--- src/rtl/seqnum_disamb_table.sv ---
module seqnum_disamb_table #(
  parameter int ADDR_W   = 32,
  parameter int IDX_BITS = 4,
  parameter int SEQ_W    = 7
) (
  input  logic              clk,
  input  logic              rst_n,
  input  logic              flush,
  input  logic              acc_valid,
  input  logic              acc_is_store,
  input  logic [ADDR_W-1:0] acc_addr,
  input  logic [SEQ_W:0]    acc_seq,
  input  logic              ret_valid,
  input  logic [ADDR_W-1:0] ret_addr,
  input  logic [SEQ_W:0]    ret_seq,
  output logic              res_valid,
  output logic              res_replay,
  output logic              res_true,
  output logic              res_anti,
  output logic              res_out,
  output logic              res_recover
);
  localparam int ENTRIES = 1 << IDX_BITS;
  localparam int TAG_W   = ADDR_W - IDX_BITS;
  localparam int SN_W    = SEQ_W + 1;

  logic [ENTRIES-1:0] vld, ld_seen, st_seen;
  logic [TAG_W-1:0]   tag_q  [ENTRIES];
  logic [SN_W-1:0]    ld_max [ENTRIES];
  logic [SN_W-1:0]    st_max [ENTRIES];

  // a older than b, modular over SN_W bits
  function automatic logic older(input logic [SN_W-1:0] a, input logic [SN_W-1:0] b);
    logic [SN_W-1:0] d;
    d = a - b;
    return d[SN_W-1];
  endfunction

  logic [IDX_BITS-1:0] a_idx, r_idx;
  logic [TAG_W-1:0]    a_tag, r_tag;
  logic a_go, a_hit, a_conf;
  logic chk_true, chk_out, chk_anti, ld_take, st_take;
  logic r_hit, r_ld_eq, r_st_eq, r_ld_young, r_st_young, r_free;

  assign a_idx  = acc_addr[IDX_BITS-1:0];
  assign a_tag  = acc_addr[ADDR_W-1:IDX_BITS];
  assign a_go   = acc_valid && !flush;
  assign a_hit  = vld[a_idx] && (tag_q[a_idx] == a_tag);
  assign a_conf = vld[a_idx] && !a_hit;

  assign chk_true = acc_is_store  && a_hit && ld_seen[a_idx] && older(acc_seq, ld_max[a_idx]);
  assign chk_out  = acc_is_store  && a_hit && st_seen[a_idx] && older(acc_seq, st_max[a_idx]);
  assign chk_anti = !acc_is_store && a_hit && st_seen[a_idx] && older(acc_seq, st_max[a_idx]);

  assign ld_take = !acc_is_store &&
                   (!a_hit || !ld_seen[a_idx] || older(ld_max[a_idx], acc_seq));
  assign st_take = acc_is_store &&
                   (!a_hit || !st_seen[a_idx] || older(st_max[a_idx], acc_seq));

  assign r_idx      = ret_addr[IDX_BITS-1:0];
  assign r_tag      = ret_addr[ADDR_W-1:IDX_BITS];
  assign r_hit      = vld[r_idx] && (tag_q[r_idx] == r_tag);
  assign r_ld_eq    = ld_seen[r_idx] && (ld_max[r_idx] == ret_seq);
  assign r_st_eq    = st_seen[r_idx] && (st_max[r_idx] == ret_seq);
  assign r_ld_young = ld_seen[r_idx] && older(ret_seq, ld_max[r_idx]);
  assign r_st_young = st_seen[r_idx] && older(ret_seq, st_max[r_idx]);
  assign r_free     = ret_valid && r_hit && (r_ld_eq || r_st_eq) &&
                      !r_ld_young && !r_st_young && !(a_go && a_idx == r_idx);

  always_ff @(posedge clk or negedge rst_n) begin
    if (!rst_n) begin
      vld         <= '0;
      ld_seen     <= '0;
      st_seen     <= '0;
      res_valid   <= 1'b0;
      res_replay  <= 1'b0;
      res_true    <= 1'b0;
      res_anti    <= 1'b0;
      res_out     <= 1'b0;
      res_recover <= 1'b0;
    end else begin
      res_valid   <= a_go;
      res_replay  <= a_go && a_conf;
      res_true    <= a_go && chk_true;
      res_anti    <= a_go && chk_anti;
      res_out     <= a_go && chk_out;
      res_recover <= a_go && (chk_true || chk_anti || chk_out);
      if (flush) begin
        vld     <= '0;
        ld_seen <= '0;
        st_seen <= '0;
      end else begin
        if (r_free) begin
          vld[r_idx]     <= 1'b0;
          ld_seen[r_idx] <= 1'b0;
          st_seen[r_idx] <= 1'b0;
        end
        if (a_go && !a_conf) begin
          vld[a_idx] <= 1'b1;
          if (!a_hit) begin
            ld_seen[a_idx] <= !acc_is_store;
            st_seen[a_idx] <= acc_is_store;
          end else if (acc_is_store) begin
            st_seen[a_idx] <= 1'b1;
          end else begin
            ld_seen[a_idx] <= 1'b1;
          end
        end
      end
    end
  end

  always_ff @(posedge clk) begin
    if (a_go && !a_conf) begin
      tag_q[a_idx] <= a_tag;
      if (ld_take) ld_max[a_idx] <= acc_seq;
      if (st_take) st_max[a_idx] <= acc_seq;
    end
  end
endmodule

--- config.mk ---
export PLATFORM = sky130hd
export DESIGN_NAME = seqnum_disamb_table
export DESIGN_NICKNAME = d
export VERILOG_FILES = /design/src/rtl/seqnum_disamb_table.sv
export SDC_FILE = /design/constraint.sdc
export NUM_CORES = 1
export LEC_CHECK = 0
export BUFFER_PORTS_ARGS = -buffer_cell sky130_fd_sc_hd__buf_2
export CAP_MARGIN = 0
export CELL_PAD_IN_SITES_DETAIL_PLACEMENT = 0
export CELL_PAD_IN_SITES_GLOBAL_PLACEMENT = 1
export CORE_MARGIN = 5
export CORE_UTILIZATION = 40
export DETAILED_ROUTE_END_ITERATION = 16
export PLACE_DENSITY_LB_ADDON = 0.1
export SYNTH_ARGS = -nofsm -noshare
export SYNTH_HDL_FRONTEND = slang
export SYNTH_SLANG_ARGS = --single-unit
--- constraint.sdc ---
create_clock -name clk -period 13.1 [get_ports clk]
set_input_delay 1.31 -clock clk [delete_from_list [all_inputs] [get_ports clk]]
set_output_delay 1.31 -clock clk [all_outputs]
set_load 0.02 [all_outputs]
[After elaboration in Yosys (flattened, before gate mapping)]
Memory sizes are Yosys's and may differ from the RTL's.
Index checks and enable logic that the tools add are counted.
Word-level totals
  register bits after elaboration: 54
  bits in writable memories: 704
  bits of input ports: 86
  output and inout port bits: 6
  word-level logic and storage cells: 124
  memories kept: 3
Operators by class
  add/sub/neg operators: 6
  magnitude comparators: 4
  eq/ne operators: 5
  muxes and demuxes: 42
  bitwise operators: 7
  reduce and logical (&&, ||, !) cells: 48
Memories
  tag_q: words 16, bits a word 28, rd ports 2, clocked after Yosys merged registers in 0, wr ports 1, RTL line 28  | logic [TAG_W-1:0] tag_q [ENTRIES];
  ld_max: words 16, bits a word 8, rd ports 2, clocked after Yosys merged registers in 0, wr ports 1, RTL line 29  | logic [SN_W-1:0] ld_max [ENTRIES];
  st_max: words 16, bits a word 8, rd ports 2, clocked after Yosys merged registers in 0, wr ports 1, RTL line 30  | logic [SN_W-1:0] st_max [ENTRIES];
Operators with widths (number)
  $mux W16: 16
  $eq A28 B28 Y1: 2
  $and A16 B16 Y16: 3
  $or A16 B16 Y16: 3
  $sub A8 B8 Y8: 6
  $bwmux W16: 2
  $logic_and A1 B1 Y1: 32
  $bmux W1 S4: 6
  $eq A8 B8 Y1: 2
  $mux W1: 16
  $not A16 Y16: 1
  $lt A4 B5 Y1 const B: 2
  $logic_not A1 Y1: 9
  $demux W1 S4: 2
  $ge A4 B1 Y1 const B: 2
  $logic_or A1 B1 Y1: 7
  $eq A4 B4 Y1: 1

[Longest topological paths before layout]
  word-level depth: 15
  depth in mapped cells: 21
  mapped depth without buffers: 13

[Worst setup path after synthesis]
No wires, ideal clock.
  kind: input to register
  start point: in acc_addr[0]
  end point: mem st_max[13][0] in the netlist's numbering (enable)
  setup time: 0.395 ns
  data arrival time: 6.536 ns
  required time: 12.705 ns
  path slack: 6.170 ns
  cell stages on the path: 17
  path buffers: 8
  cells stage by stage: buf_6 > buf_6 > buf_6 > buf_4 > buf_6 > buf_1 > buf_2 > mux4_2 > mux4_2 > ha_1 > or4b_1 > a31o_1 > a221o_1 > xnor2_1 > and4_1 > clkbuf_1 > nor4_1
Between the ends
  word-level cells in the longest chain between the ends: 10
  elaborated cells on any way between the ends: 20
  classes of those cells: add/sub (1); eq/ne (1); mux (7); reduce/logical (9); memory (2)
Ends and longest elaborated chain
  from (decl): RTL line 11  | input logic [ADDR_W-1:0] acc_addr,
  parallel branches: the longest is 10 deep, another holds $mem_v2 Z16 W8
  to (decl): RTL line 30
Parallel ways; which one is timed is not known. The select of a mux whose other input is x is not followed.

[Worst setup path in the final report]
  start point: in acc_addr[1]
  end point: mem tag_q[12][17] in the netlist's numbering (enable)
Between the ends
  word-level cells in the longest chain between the ends: 9
  elaborated cells on any way between the ends: 11
  classes of those cells: eq/ne (1); mux (4); reduce/logical (5); memory (1)
Ends and longest elaborated chain
  $mem_v2 Z16 W28 / $bmux W1 S4 (equally long branches)
  $eq A28 B28 Y1 / $mux W1 (equally long branches): RTL line 48, 49
  $logic_and A1 B1 Y1: RTL line 48  | assign a_hit = vld[a_idx] && (tag_q[a_idx] == a_tag);
  $logic_not A1 Y1
  $logic_and A1 B1 Y1: RTL line 49  | assign a_conf = vld[a_idx] && !a_hit;
  $logic_not A1 Y1: RTL line 114  | if (a_go && !a_conf) begin
  $logic_and A1 B1 Y1: RTL line 114
  $mux W1: RTL line 114
  $mux W1 (implied by the code): RTL line 115  | tag_q[a_idx] <= a_tag;
  to (decl): RTL line 28
Several ways; a longest one is shown, not always the timed one. The select of a mux whose other input is x is not followed.

==> flow_metrics.tcl <==
set metrics [dict create \
    critPathRequiredTime_ns 13.35 \
    core_area_mm2 0.09487 \
    synth-main-ff-cell "edfxtp_1" \
    synth-seq-area-share 0.5893 \
    drc_errors 0 \
    ff_latch_area_mm2 0.02249 \
    crit_chain "buf_8, buf_4, mux4_2, mux2i_1, xnor2_1, a2111oi_0, nand4_1, a221oi_4, a41o_1, and2_2" \
    synthDistinctLibCells 76 \
    io_pins 92 \
    utilization 0.4524 \
    via_count 22640 \
    htreeDepth 3 \
    ctsHoldBuffers 0 \
    drtAntennaViolNets 0 \
    io_buffers 91 \
    hold_viol 0 \
    die_area_mm2 0.1017 \
    slowest_stage "and2_2" \
    post-route-min-period_ns 6.924 \
    synth.area.top_cells "edfxtp_1 55%, mux4_2 20%, mux2i_1 4.7%" \
    synth_seq_cells 758 \
    worstHoldStart "ld_seen[9]" \
    cp_slowest_stage_delay_ns 1.06 \
    setup_viol 0 \
    syn-mean-instance-area_um2 17.08 \
    hpwl_um 77330 \
    grt_max_degree 96 \
    cts_tree "done" \
    routed_wl_um 121300 \
    nNetsFinal 2452 \
    cts.reportedPaths.clkPinSlew_ns 0.06 \
    first_pass_iters 5 \
    max-vdd-ir-drop_mv 0.1019 \
    p_per_area_mw_per_mm2 132.3 \
    row_count 113 \
    critPathArrivalTime_ns 7.17 \
    criticalPathCategory "in2reg" \
    grt_overflow_total 0 \
    synthCells 2234 \
    grt_pass1_vias 23750 \
    antenna_found_initial 2 \
    ys_async_sr_fraction 0.07124 \
    clkPwrFrac 0.435 \
    synth_most_common_cell "edfxtp_1" \
    combPwrFrac 0.095 \
    synth-edff-count 704 \
    p_sw_w 0.001321 \
    die_w_um 318.9 \
    cts_setup_buffers 0 \
    drtIter0Drc 2014 \
    worst_slew_pin_slew_ns 1.315 \
    multiInputGateArea_mm2 0.01477 \
    place_ws_ns 5.463 \
    ys_warn_count 0 \
    crit_buf_inv 2 \
    fmax_mhz 144.4 \
    place.gp.congestion 0.8742 \
    worstSkewPairLatency_ns 0.66 \
    syn_area_mm2 0.03817 \
    place_area_mm2 0.04002 \
    dp.cells 3504 \
    outcome "complete, no violations" \
    synth_top_area_share 0.5539 \
    wire_per_inst_um 33.06 \
    post-route-period-util 0.5286 \
    track_usage 0.2341 \
    r2r_start "tag_q[10][3]" \
    fin_skew_ns 0.03212 \
    total_leakage_power_nw 14.49 \
    rsz0062_at_grt "no" \
    synth_nets 2358 \
    grt_first_pass_wirelength_um 173300 \
    post_cts_resized 0 \
    swShare 0.2326 \
    final.fill_count 8200 \
    clock_sinks 758 \
    crit_family "compound AO/OA/AOI/OAI gates" \
    design_area_mm2 0.04292 \
    start_util 0.4023 \
    crit_start "acc_addr[1]" \
    syn_to_final_growth_pct 12.44 \
    numCtsBuffers 87 \
    drive_gt1_frac 0.2843 \
    cp-end-kind "register" \
    setup_slack_ns 6.176 \
    finalSetupTns_ns 0 \
    slew_headroom 0.1160 \
    drt-vias-per-instance 6.170 \
    p_int_w 0.004358 \
    start_kind "input pin" \
    crit_fanout 72 \
    die_y_um 318.9 \
    maxSlewViolCount 0 \
    pwr-share-seq 0.469 \
    cts_buffer_depth 3 \
    root_buffer "clkbuf_16" \
    layoutNonFillerInstCount 3669 \
    synthTopCellsByCount "704 x edfxtp_1, 345 x mux4_2, 180 x mux2i_1, 102 x nand2_1, 56 x inv_1" \
    cap_violations 0 \
    hold_path_class "reg2reg" \
    synth_area_leader_cell "edfxtp_1" \
]
-- through the flow --
step | total power [W] | hold slack [ns]
final | 0.005679 | 0.5391
after global routing | 0.005866 | 0.5596
after CTS | 0.005736 | 0.5424
after detailed placement | 0.003263 | 0.5335
after global placement | 0.003258 | 0.5214
after floorplan | 0.003051 | 0.5017
-- layer usage --
layer | global-route usage | vias up | routed length [um]
met1 | 0.3187 | 12200 | 50980
met4 | 0.06746 | 0 | 3637
li1 | - | 9476 | -
met2 | 0.3952 | 785 | 60160
met5 | 0 | - | 0
met3 | 0.03475 | 174 | 6507
-- power groups by stage --
stage	logic [W]	registers (W)	clock network [W]
after floorplan	0.000337	0.00271	0
after global placement	0.000543	0.00272	0
after detailed placement	0.000547	0.00272	0
after CTS	0.000548	0.00267	0.00252
after global routing	0.000577	0.00267	0.00262
final	0.000540	0.00267	0.00247
-- worst register-to-register path, delay by kind of cell (launching register included) --
family | cells | cell delay, ns
AO/OA/AOI/OAI | 3 | 2.01
XOR/XNOR | 1 | 0.15
flip-flops | 1 | 0.39
multiplexers | 2 | 0.67
AND/OR/NAND/NOR | 2 | 1.40
-- cell families after synthesis --
logic type	synth area share
DFF	0.5893
muxes	0.2608
and+or+nand+nor	0.04573
AOI/OAI and AO/OA	0.04793
buffers and inverters	0.02613
xor gates and xnor gates	0.01767
adders and majority gates	0.01246
-- cells in the final DEF (no fill, tap or decap), types with 33 or more instances in the layout --
cell,instances
edfxtp_1,704
mux4_2,345
mux2i_1,180
nand2_1,102
clkbuf_16,93
buf_2,84
buf_4,58
inv_1,54
dfrtp_1,54
nor2_1,48
xnor2_1,47
a21oi_1,43
ha_1,38
o22ai_1,35
mux2_2,34
nor3_1,33
-- cell type report --
| type | instances | share of cell area |
|---|---|---|
| flip-flops and latches | 758 | 0.5241 |
| repair buffers | 149 | 0.02224 |
| inverters | 58 | 0.005073 |
| multi-input cells | 1274 | 0.3442 |
| clock inverters | 46 | 0.01105 |
| diodes | 2 | 0.0001166 |
| well taps | 1265 | 0.03688 |
| clock buffers | 117 | 0.05632 |
-- final timing paths --
check | to | slack [ns] | depth (start not counted)
max | tag_q[12][17] | 6.18 | 10
min | ld_seen[9] | 0.54 | 2
max reg2reg | tag_q[12][17] | 8.07 | 8
min reg2reg | ld_seen[9] | 0.54 | 2
max in group asynchronous | res_anti | 11.70 | 2
min in group asynchronous | st_seen[12] | 0.84 | 2
-- registers in the layout (all words and copies together) (netlist names) --
name / flops
vld: 16
st_seen: 16
res_replay: 1
ld_seen: 16
st_max: 128
res_recover: 1
res_valid: 1
ld_max: 128
tag_q: 448
res_out: 1
res_true: 1
res_anti: 1
Power figures use the tool's default switching activity.
